$ cat src/rtl/rdac_pkg.sv
// Shared types for the colour-converter host register file.
// Assumes byte-wide host data and a 4-bit register index.
package rdac_pkg;

    localparam int DATA_W = 8;
    localparam int IDX_W  = 4;
    localparam int NCMD   = 4;

    // Pixel depth codes presented on pix_depth
    typedef enum logic [2:0] {
        DEPTH_4  = 3'd0,
        DEPTH_8  = 3'd1,
        DEPTH_15 = 3'd2,
        DEPTH_16 = 3'd3,
        DEPTH_32 = 3'd4
    } depth_e;

    // Local register indices
    localparam logic [IDX_W-1:0] IX_CMD0 = 4'h6;
    localparam logic [IDX_W-1:0] IX_CMD1 = 4'h8;
    localparam logic [IDX_W-1:0] IX_CMD2 = 4'h9;
    localparam logic [IDX_W-1:0] IX_BANK = 4'hA;
    localparam logic [IDX_W-1:0] IX_XLO  = 4'hC;
    localparam logic [IDX_W-1:0] IX_XHI  = 4'hD;
    localparam logic [IDX_W-1:0] IX_YLO  = 4'hE;
    localparam logic [IDX_W-1:0] IX_YHI  = 4'hF;

    // Write enables produced by the decoder
    typedef struct packed {
        logic [NCMD-1:0] cmd;     // command registers 3..0
        logic [1:0]      pos_lo;  // [0]=X, [1]=Y low byte
        logic [1:0]      pos_hi;  // [0]=X, [1]=Y high bits
    } wr_sel_t;

    // True for indices owned by the external standard lookup port
    function automatic logic is_pass(input logic [IDX_W-1:0] ix);
        return (ix <= 4'h4) || (ix == 4'h7);
    endfunction

endpackage

$ cat src/rtl/rdac_decode.sv
// Index decoder: turns a write strobe plus index into per-register enables
// and flags passthrough indices. Assumes at most one access index per cycle.
module rdac_decode
    import rdac_pkg::*;
(
    input  logic [IDX_W-1:0] idx,
    input  logic             wr_en,
    input  logic             bank_cmd3,
    output wr_sel_t          we,
    output logic             pass_hit
);

    // Combinational decode of write enables
    always_comb begin
        we          = '0;
        we.cmd[0]   = wr_en && (idx == IX_CMD0);
        we.cmd[1]   = wr_en && (idx == IX_CMD1);
        we.cmd[2]   = wr_en && (idx == IX_CMD2);
        we.cmd[3]   = wr_en && (idx == IX_BANK) && bank_cmd3;
        we.pos_lo[0] = wr_en && (idx == IX_XLO);
        we.pos_hi[0] = wr_en && (idx == IX_XHI);
        we.pos_lo[1] = wr_en && (idx == IX_YLO);
        we.pos_hi[1] = wr_en && (idx == IX_YHI);
    end

    assign pass_hit = is_pass(idx);

endmodule

$ cat src/rtl/rdac_cmd_regs.sv
// Command register bank (four bytes) and the mode outputs derived from them.
// Assumes enables are mutually exclusive; reset clears every register.
module rdac_cmd_regs
    import rdac_pkg::*;
(
    input  logic                        clk,
    input  logic                        rst_n,
    input  logic [DATA_W-1:0]           wr_data,
    input  logic [NCMD-1:0]             we,
    output logic [NCMD-1:0][DATA_W-1:0] cr,
    output logic                        dac_8bit,
    output depth_e                      depth,
    output logic                        cur_en,
    output logic                        cur_big
);

    for (genvar g = 0; g < NCMD; g++) begin : g_cr
        // Store one command byte
        always_ff @(posedge clk) begin
            if (!rst_n)     cr[g] <= '0;
            else if (we[g]) cr[g] <= wr_data;
        end
    end

    // Decode pixel depth from command register 1
    always_comb begin
        unique case (cr[1][6:5])
            2'd0:    depth = cr[1][4] ? DEPTH_32 : DEPTH_8;
            2'd1:    depth = !cr[1][4] ? DEPTH_8 : (cr[1][3] ? DEPTH_16 : DEPTH_15);
            2'd2:    depth = DEPTH_8;
            default: depth = DEPTH_4;
        endcase
    end

    assign dac_8bit = cr[0][0];
    assign cur_en   = |cr[2][1:0];
    assign cur_big  = cr[3][2];

endmodule

$ cat src/rtl/rdac_pos_axis.sv
// One cursor position axis: low byte and high bits written separately.
// Assumes POS_W lies between DATA_W+1 and 2*DATA_W.
module rdac_pos_axis
    import rdac_pkg::*;
#(
    parameter int POS_W = 12
) (
    input  logic              clk,
    input  logic              rst_n,
    input  logic [DATA_W-1:0] wr_data,
    input  logic              we_lo,
    input  logic              we_hi,
    output logic [POS_W-1:0]  pos
);

    localparam int HI_W = POS_W - DATA_W;

    // Update low byte or high bits of the position
    always_ff @(posedge clk) begin
        if (!rst_n) begin
            pos <= '0;
        end else begin
            if (we_lo) pos[DATA_W-1:0]     <= wr_data;
            if (we_hi) pos[POS_W-1:DATA_W] <= wr_data[HI_W-1:0];
        end
    end

endmodule

$ cat src/rtl/rdac_rd_mux.sv
// Read-back selector: chooses the byte returned for the current index.
// Assumes the passthrough read byte is valid in the request cycle.
module rdac_rd_mux
    import rdac_pkg::*;
#(
    parameter int                POS_W      = 12,
    parameter logic [DATA_W-1:0] STATUS_VAL = 8'h60,
    parameter logic [DATA_W-1:0] IDLE_VAL   = 8'hFF
) (
    input  logic [IDX_W-1:0]            idx,
    input  logic                        pass_hit,
    input  logic [DATA_W-1:0]           ext_rdata,
    input  logic [NCMD-1:0][DATA_W-1:0] cr,
    input  logic [POS_W-1:0]            pos_x,
    input  logic [POS_W-1:0]            pos_y,
    output logic [DATA_W-1:0]           rd_val
);

    localparam int HI_W = POS_W - DATA_W;

    logic [DATA_W-1:0] x_hi, y_hi;
    assign x_hi = DATA_W'(pos_x[POS_W-1:DATA_W]);
    assign y_hi = DATA_W'(pos_y[POS_W-1:DATA_W]);

    // Select the byte for the addressed register
    always_comb begin
        rd_val = IDLE_VAL;
        if (pass_hit) begin
            rd_val = ext_rdata;
        end else begin
            unique case (idx)
                IX_CMD0: rd_val = cr[0];
                IX_CMD1: rd_val = cr[1];
                IX_CMD2: rd_val = cr[2];
                IX_BANK: rd_val = cr[0][7] ? cr[3] : STATUS_VAL;
                IX_XLO:  rd_val = pos_x[DATA_W-1:0];
                IX_XHI:  rd_val = x_hi;
                IX_YLO:  rd_val = pos_y[DATA_W-1:0];
                IX_YHI:  rd_val = y_hi;
                default: rd_val = IDLE_VAL;
            endcase
        end
    end

endmodule

$ cat src/rtl/rdac_regfile.sv
// Top of the colour-converter host register file. Builds the register index,
// forwards standard lookup indices, and returns registered read data.
// Assumes single-byte accesses and a synchronous active-low reset.
module rdac_regfile
    import rdac_pkg::*;
#(
    parameter int                POS_W      = 12,
    parameter logic [DATA_W-1:0] STATUS_VAL = 8'h60,
    parameter logic [DATA_W-1:0] IDLE_VAL   = 8'hFF
) (
    input  logic              clk,
    input  logic              rst_n,
    input  logic [1:0]        sel_upper,
    input  logic [1:0]        addr_lo,
    input  logic              wr_en,
    input  logic              rd_en,
    input  logic [DATA_W-1:0] wr_data,
    output logic [DATA_W-1:0] rd_data,
    output logic              ext_wr,
    output logic              ext_rd,
    output logic [2:0]        ext_idx,
    output logic [DATA_W-1:0] ext_wdata,
    input  logic [DATA_W-1:0] ext_rdata,
    output logic              dac_8bit,
    output logic [2:0]        pix_depth,
    output logic              cursor_en,
    output logic              cursor_big,
    output logic [POS_W-1:0]  cursor_x,
    output logic [POS_W-1:0]  cursor_y
);

    logic [IDX_W-1:0]            idx;
    wr_sel_t                     we;
    logic                        pass_hit;
    logic [NCMD-1:0][DATA_W-1:0] cr;
    logic [DATA_W-1:0]           cr0_q;
    depth_e                      depth;
    logic [DATA_W-1:0]           rd_val;
    logic [1:0][POS_W-1:0]       pos;

    assign idx   = {sel_upper, addr_lo};
    assign cr0_q = cr[0];

    rdac_decode i_decode (
        .idx       (idx),
        .wr_en     (wr_en),
        .bank_cmd3 (cr0_q[7]),
        .we        (we),
        .pass_hit  (pass_hit)
    );

    rdac_cmd_regs i_cmd (
        .clk      (clk),
        .rst_n    (rst_n),
        .wr_data  (wr_data),
        .we       (we.cmd),
        .cr       (cr),
        .dac_8bit (dac_8bit),
        .depth    (depth),
        .cur_en   (cursor_en),
        .cur_big  (cursor_big)
    );

    for (genvar a = 0; a < 2; a++) begin : g_axis
        rdac_pos_axis #(.POS_W(POS_W)) i_axis (
            .clk     (clk),
            .rst_n   (rst_n),
            .wr_data (wr_data),
            .we_lo   (we.pos_lo[a]),
            .we_hi   (we.pos_hi[a]),
            .pos     (pos[a])
        );
    end

    rdac_rd_mux #(
        .POS_W      (POS_W),
        .STATUS_VAL (STATUS_VAL),
        .IDLE_VAL   (IDLE_VAL)
    ) i_mux (
        .idx       (idx),
        .pass_hit  (pass_hit),
        .ext_rdata (ext_rdata),
        .cr        (cr),
        .pos_x     (pos[0]),
        .pos_y     (pos[1]),
        .rd_val    (rd_val)
    );

    // Register the read byte on each read request
    always_ff @(posedge clk) begin
        if (!rst_n)     rd_data <= '0;
        else if (rd_en) rd_data <= rd_val;
    end

    assign ext_wr    = wr_en && pass_hit;
    assign ext_rd    = rd_en && pass_hit;
    assign ext_idx   = idx[2:0];
    assign ext_wdata = wr_data;
    assign pix_depth = depth;
    assign cursor_x  = pos[0];
    assign cursor_y  = pos[1];

endmodule

$ cat config.mk
export PLATFORM = sky130hd
export DESIGN_NAME = rdac_regfile
export DESIGN_NICKNAME = d
export VERILOG_FILES = /design/src/rtl/rdac_pkg.sv /design/src/rtl/rdac_decode.sv /design/src/rtl/rdac_cmd_regs.sv /design/src/rtl/rdac_pos_axis.sv /design/src/rtl/rdac_rd_mux.sv /design/src/rtl/rdac_regfile.sv
export SDC_FILE = /design/constraint.sdc
export NUM_CORES = 1
export LEC_CHECK = 0
export BUFFER_PORTS_ARGS = -buffer_cell sky130_fd_sc_hd__buf_4
export CAP_MARGIN = 20
export CELL_PAD_IN_SITES_DETAIL_PLACEMENT = 0
export CELL_PAD_IN_SITES_GLOBAL_PLACEMENT = 1
export CORE_ASPECT_RATIO = 0.6
export CORE_MARGIN = 4
export CORE_UTILIZATION = 40
export DETAILED_ROUTE_END_ITERATION = 16
export PLACE_DENSITY = 0.86
export SLEW_MARGIN = 20
export SYNTH_ARGS = -nofsm -noshare
export SYNTH_HDL_FRONTEND = slang
export SYNTH_SLANG_ARGS = --single-unit
$ cat constraint.sdc
create_clock -name clk -period 2.2 [get_ports clk]
set_clock_uncertainty 0.15 [all_clocks]
set_input_delay 0.44 -clock clk [delete_from_list [all_inputs] [get_ports clk]]
set_output_delay 0.44 -clock clk [all_outputs]
set_load 0.005 [all_outputs]
==> reports/metrics.csv, run 1 <==
metric,value,unit
leakage,1.78,nW
tightest_slew,0.509,ns
layout_common_cells,"buf_4 (91), dfxtp_1 (64), mux2i_1 (57)",
ys.warnings.count,0,
hold_path.class,primary input to register,
drive_gt1_share,26.2,%
drt-total-wl,9.48,mm
vias,2857,
final_common_cell,buf_4,
min_period_over_period,94.0,%
worstPathRequired,1.61,ns
synth_ff_type,dfxtp_1,
start_kind,primary input,
p_comb_share,10.7,%
syn_inst,368,
setup_slack,0.131,ns
cp_cell_sequence,"buf_4, and2b_4, or2_1, a21o_1, nor2_1, buf_4",
yosysTopAreaCell,dfxtp_1,
die_height,78.7,microns
maxCapViolCount,0,
peakVddDrop,0.333,mV
synth_top_area_share,38.5,%
synth-seq-cells,64,
timing.rr.start,i_cmd.cr[7],
core_area,7980,sq um
grt_first_pass_wirelength,15.2,mm
slew_headroom,65.2,%
utilization,53.3,%
p_int,2.26,mW
die_w,126,microns
rsz0062_at_grt,no,
first_iter_violations,239,
port-buffer-count,74,
power_switching,0.671,mW
ys_seq_area_share,38.5,%
fin_nets,458,
drt_pass1_iterations,4,
path_class,primary input to output port,
place_ws,0.0385,ns
synth.distinct_cells,51,
setup_viol,0,
grt_antenna_before_repair,0,
num_rows,25,
power-per-cell-area,690,nW/um^2
synth_edf_count,0,
root_buffer,clkbuf_16,
critPathMaxFanout,10,
initial_core_util,41.7,%
crit_path_start,addr_lo[0],
avgSynthCellArea,9.04,sq um
fmax,483,MHz
fin_crit,2.07,ns
hold_viol,0,
cts.clk_slew.worst_paths,0.05,ns
post-cts-setup-buffer-count,0,
syn_nets,392,
netlist_top_cells_area,"dfxtp_1 (38%), mux2i_1 (17%), nor2b_1 (10%), buf_4 (3.4%), nand3_1 (3.0%)",
cpPeakStageDelay,0.23,ns
antenna_left,0,
hold_ws,0.212,ns
pwr-share-clk,48.5,%
die_area,9890,sq um
crit_path_frequent_cell,buf_4,
htreeDepth,3,
numClockSinks,64,
end_kind,output port,
holdCritStartpoint,rd_en,
drc,0,
ios,75,
finalSetupTns,0,ns
crit_slowest_cell,a21o_1,
cts_resized,0,
cts_hold_buf,0,
seqPwrFrac,40.8,%
clk_latency,0.33,ns
cts_tree,done,
async_reset_ff_share,0,%
synth_area,3330,sq um
cts_made_buffers,9,
gr-total-overflow,0,
dp_hpwl,7.01,mm
maxSlewViolCount,0,
grtUsageTotal,19.7,%
outcome,finished clean,
cp_data_arrival_time,1.48,ns
grt_pass1_vias,2813,
fillers,764,
areaGrowthSynthToFinish,27.8,%
diodes,0,
vias_per_cell,5.22,
wl_per_cell,17.3,microns
gp_congestion,0.903,
switching_share,22.9,%
clockBufferDepth,2,
grt_max_degree,41,
-- worst max-delay path: cells and delay by family --
family	cells	cell delay, ns
AOI/OAI and AO/OA	1	0.23
buffers and inverters	2	0.26
and+or+nand+nor	3	0.54
-- path summary, 6_finish.rpt --
path | endpoint | cells after the start | slack, ns
setup / recovery | ext_wr | 6 | 0.13
hold / removal | rd_data[5] | 2 | 0.21
setup reg to reg | i_cmd.cr[30] | 5 | 0.46
hold reg to reg | i_cmd.cr[29] | 2 | 0.32
-- stage by stage --
| stage | power, mW | std cells | cell area (sq um) |
|---|---|---|---|
| final | 2.94 | 547 | 4250 |
| after global routing | 3.04 | 547 | 4250 |
| after CTS | 2.96 | 547 | 4250 |
| after detailed placement | 1.53 | 531 | 3950 |
| after global placement | 1.53 | 531 | 3950 |
| after floorplan | 1.40 | 368 | 3330 |
-- routing by layer --
layer | routed length, microns | GRT usage (%)
met3 | 743 | 6.53
met4 | 88 | 4.50
met5 | 0 | 0
met2 | 4050 | 29.7
met1 | 4600 | 27.5
-- synth_stat cells (all sizes together), types with 6 or more instances --
cell    number
dfxtp       64
mux2i       57
nor2b       54
nand2       25
buf         24
nand3       22
nor2        16
clkbuf      13
a21oi       11
o21ai       10
a21boi       8
nand2b       6
nor3         6
o31ai        6
-- registers in the layout, indices dropped and copies added (netlist names) --
signal             cells
g_axis.i_axis.pos     24
rd_data                8
i_cmd.cr              32
-- power groups by stage --
stage / Combinational [mW] / Sequential (mW) / Clock, mW
final: 0.314 / 1.20 / 1.42
after global placement: 0.309 / 1.22 / 0
after CTS: 0.314 / 1.20 / 1.45
after global routing: 0.341 / 1.20 / 1.50
after floorplan: 0.182 / 1.22 / 0
after detailed placement: 0.312 / 1.22 / 0
-- logic make-up after synthesis --
kind of cell           count (synthesis)  share of synthesized area, %
AND/OR/NAND/NOR                      143                          24.5
buffers and inverters                 41                          6.84
AO/OA/AOI/OAI                         63                          13.0
multiplexers                          57                          17.1
flip-flops                            64                          38.5
-- layout make-up --
type                    instances  area (sq um)  area share (%)
inverters                       4          15.0           0.353
flip-flops and latches         64          1280            30.1
well taps                     108           135            3.18
clock buffers                  13           260            6.12
clock inverters                 3          40.0           0.941
repair buffers                 92           703            16.5
multi-input cells             263          1820            42.8
(Power assumes the default switching activity.)
==> inputs of run 2 (changes only) <==
PLACE_DENSITY = 0.88   (was 0.86)
SKIP_LAST_GASP = 1   (was not set)
==> reports/metrics.csv, run 2 (synthesis results as in run 1) <==
metric,value,unit,change
outcome,finished clean,,unchanged
worstPathRequired,1.61,ns,about the same
gr-total-overflow,0,,unchanged
htreeDepth,3,,unchanged
clk_latency,0.33,ns,about the same
cts_hold_buf,0,,unchanged
vias_per_cell,5.34,,was 5.22
p_comb_share,10.6,%,was 10.7%
largest_register,i_cmd.cr,,unchanged
drt-total-wl,9.40,mm,was 9.48 mm
maxSlewViolCount,0,,unchanged
wl_per_cell,17.2,microns,was 17.3 microns
power,2.97,mW,was 2.94 mW
grt_first_pass_wirelength,15.2,mm,about the same
tightest_slew,0.461,ns,was 0.509 ns
grt_antenna_before_repair,0,,unchanged
fin_nets,458,,unchanged
rsz0062_at_grt,no,,unchanged
cts_tree,done,,unchanged
dp_hpwl,7.06,mm,was 7.01 mm
post-cts-setup-buffer-count,0,,unchanged
vias,2914,,"was 2,857"
crit_slowest_cell,or2_1,,was a21o_1
areaGrowthSynthToFinish,27.9,%,was 27.8%
timing.rr.start,i_cmd.cr[7],,unchanged
holdCritStartpoint,rd_en,,unchanged
switching_share,22.2,%,was 22.9%
pwr-share-clk,49.2,%,was 48.5%
reg_top3,"i_cmd.cr (32), g_axis.i_axis.pos (24), rd_data (8)",,unchanged
cp_data_arrival_time,1.44,ns,was 1.48 ns
clockBufferDepth,2,,unchanged
die_w,126,microns,unchanged
maxCapViolCount,0,,unchanged
finalSetupTns,0,ns,unchanged
grt_pass1_vias,2809,,"was 2,813"
critPathMaxFanout,10,,unchanged
cpPeakStageDelay,0.22,ns,was 0.23 ns
final_common_cell,buf_4,,unchanged
gp_congestion,0.950,,was 0.903
die_height,78.7,microns,unchanged
first_iter_violations,238,,was 239
p_int,2.31,mW,was 2.26 mW
grt_max_degree,44,,was 41
r2r_cells,6,,was 5
utilization,53.4,%,was 53.3%
hold_ws,0.205,ns,was 0.212 ns
crit_path_frequent_cell,buf_4,,unchanged
layout_common_cells,"buf_4 (91), dfxtp_1 (64), mux2i_1 (57)",,unchanged
drt_pass1_iterations,4,,unchanged
drc,0,,unchanged
diodes,0,,unchanged
rrSetupSlack,0.59,ns,was 0.46 ns
leakage,1.78,nW,about the same
hold_viol,0,,unchanged
path_class,primary input to output port,,unchanged
fin_crit,2.03,ns,was 2.07 ns
cts.clk_slew.worst_paths,0.05,ns,about the same
end_kind,output port,,unchanged
grtUsageTotal,19.6,%,was 19.7%
core_area,7980,sq um,unchanged
power-per-cell-area,698,nW/um^2,was 690 nW/um^2
hold_path.class,primary input to register,,unchanged
cts_resized,0,,unchanged
port-buffer-count,74,,unchanged
seqPwrFrac,40.3,%,was 40.8%
min_period_over_period,92.1,%,was 94.0%
cts_made_buffers,9,,unchanged
root_buffer,clkbuf_16,,unchanged
die_area,9890,sq um,unchanged
largest_reg_flops,32,,unchanged
cp_cell_sequence,"buf_4, and2b_4, or2_1, a21o_1, nor2_1, buf_4",,unchanged
numClockSinks,64,,unchanged
antenna_left,0,,unchanged
start_kind,primary input,,unchanged
finalInstanceArea,4260,sq um,was 4250 sq um
rr_endpoint,rd_data[7],,was i_cmd.cr[30]
slew_headroom,68.5,%,was 65.2%
fmax,493,MHz,was 483 MHz
power_switching,0.661,mW,was 0.671 mW
initial_core_util,41.7,%,unchanged
hold_path_end,rd_data[5],,unchanged
whs_path_depth,2,,unchanged
setup_viol,0,,unchanged
num_rows,25,,unchanged
dpl_cell_area,3950,sq um,unchanged
drive_gt1_share,26.0,%,was 26.2%
peakVddDrop,0.565,mV,was 0.333 mV
ios,75,,unchanged
run 2: worst max-delay path, delay by kind of cell:
kind	cells	cell delay, ns
AOI/OAI and AO/OA	1	0.22
buffers and inverters	2	0.25
and+or+nand+nor	3	0.53
run 2: layer usage:
layer,share of wire (%),global-route usage (%),vias up,routed length [microns]
met4,1.5,7.17,0,141
met1,49,27.4,1375,4580
li1,-,-,1410,-
met2,42,27.9,111,3950
met5,0,0,-,0
met3,7.6,6.73,18,718
run 2: worst max-delay path by stage:
stage	startpoint	endpoint	slack [ns]	cells after the start
2_1_floorplan	addr_lo[1]	ext_rd	0.21	6
3_3_place_gp	sel_upper[1]	rd_data[6]	0.1	5
3_5_place_dp	sel_upper[1]	rd_data[6]	0.07	5
4_1_cts	addr_lo[0]	ext_wr	0.16	6
5_1_grt	addr_lo[0]	ext_wr	0.07	6
6_report	addr_lo[0]	ext_wr	0.17	6
run 2: per-stage QoR:
stage | setup WS [ns] | instances
6_report | 0.173 | 546
5_1_grt | 0.0678 | 546
4_1_cts | 0.163 | 546
3_5_place_dp | 0.0680 | 531
3_3_place_gp | 0.0999 | 531
2_1_floorplan | 0.208 | 368
run 2: area by class of cell:
cell class | instances | area, sq um
clock buffers | 11 | 233
multi-input cells | 263 | 1820
inverters | 4 | 15.0
fillers | 764 | 3720
clock inverters | 4 | 70.1
flip-flops and latches | 64 | 1280
repair buffers | 92 | 703
well taps | 108 | 135
run 2: power by group through the flow:
stage | registers [mW] | clock network [mW] | logic [mW]
5_1_grt | 1.20 | 1.55 | 0.344
6_report | 1.20 | 1.46 | 0.315
4_1_cts | 1.20 | 1.50 | 0.315
3_5_place_dp | 1.22 | 0 | 0.314
3_3_place_gp | 1.22 | 0 | 0.309
2_1_floorplan | 1.22 | 0 | 0.182
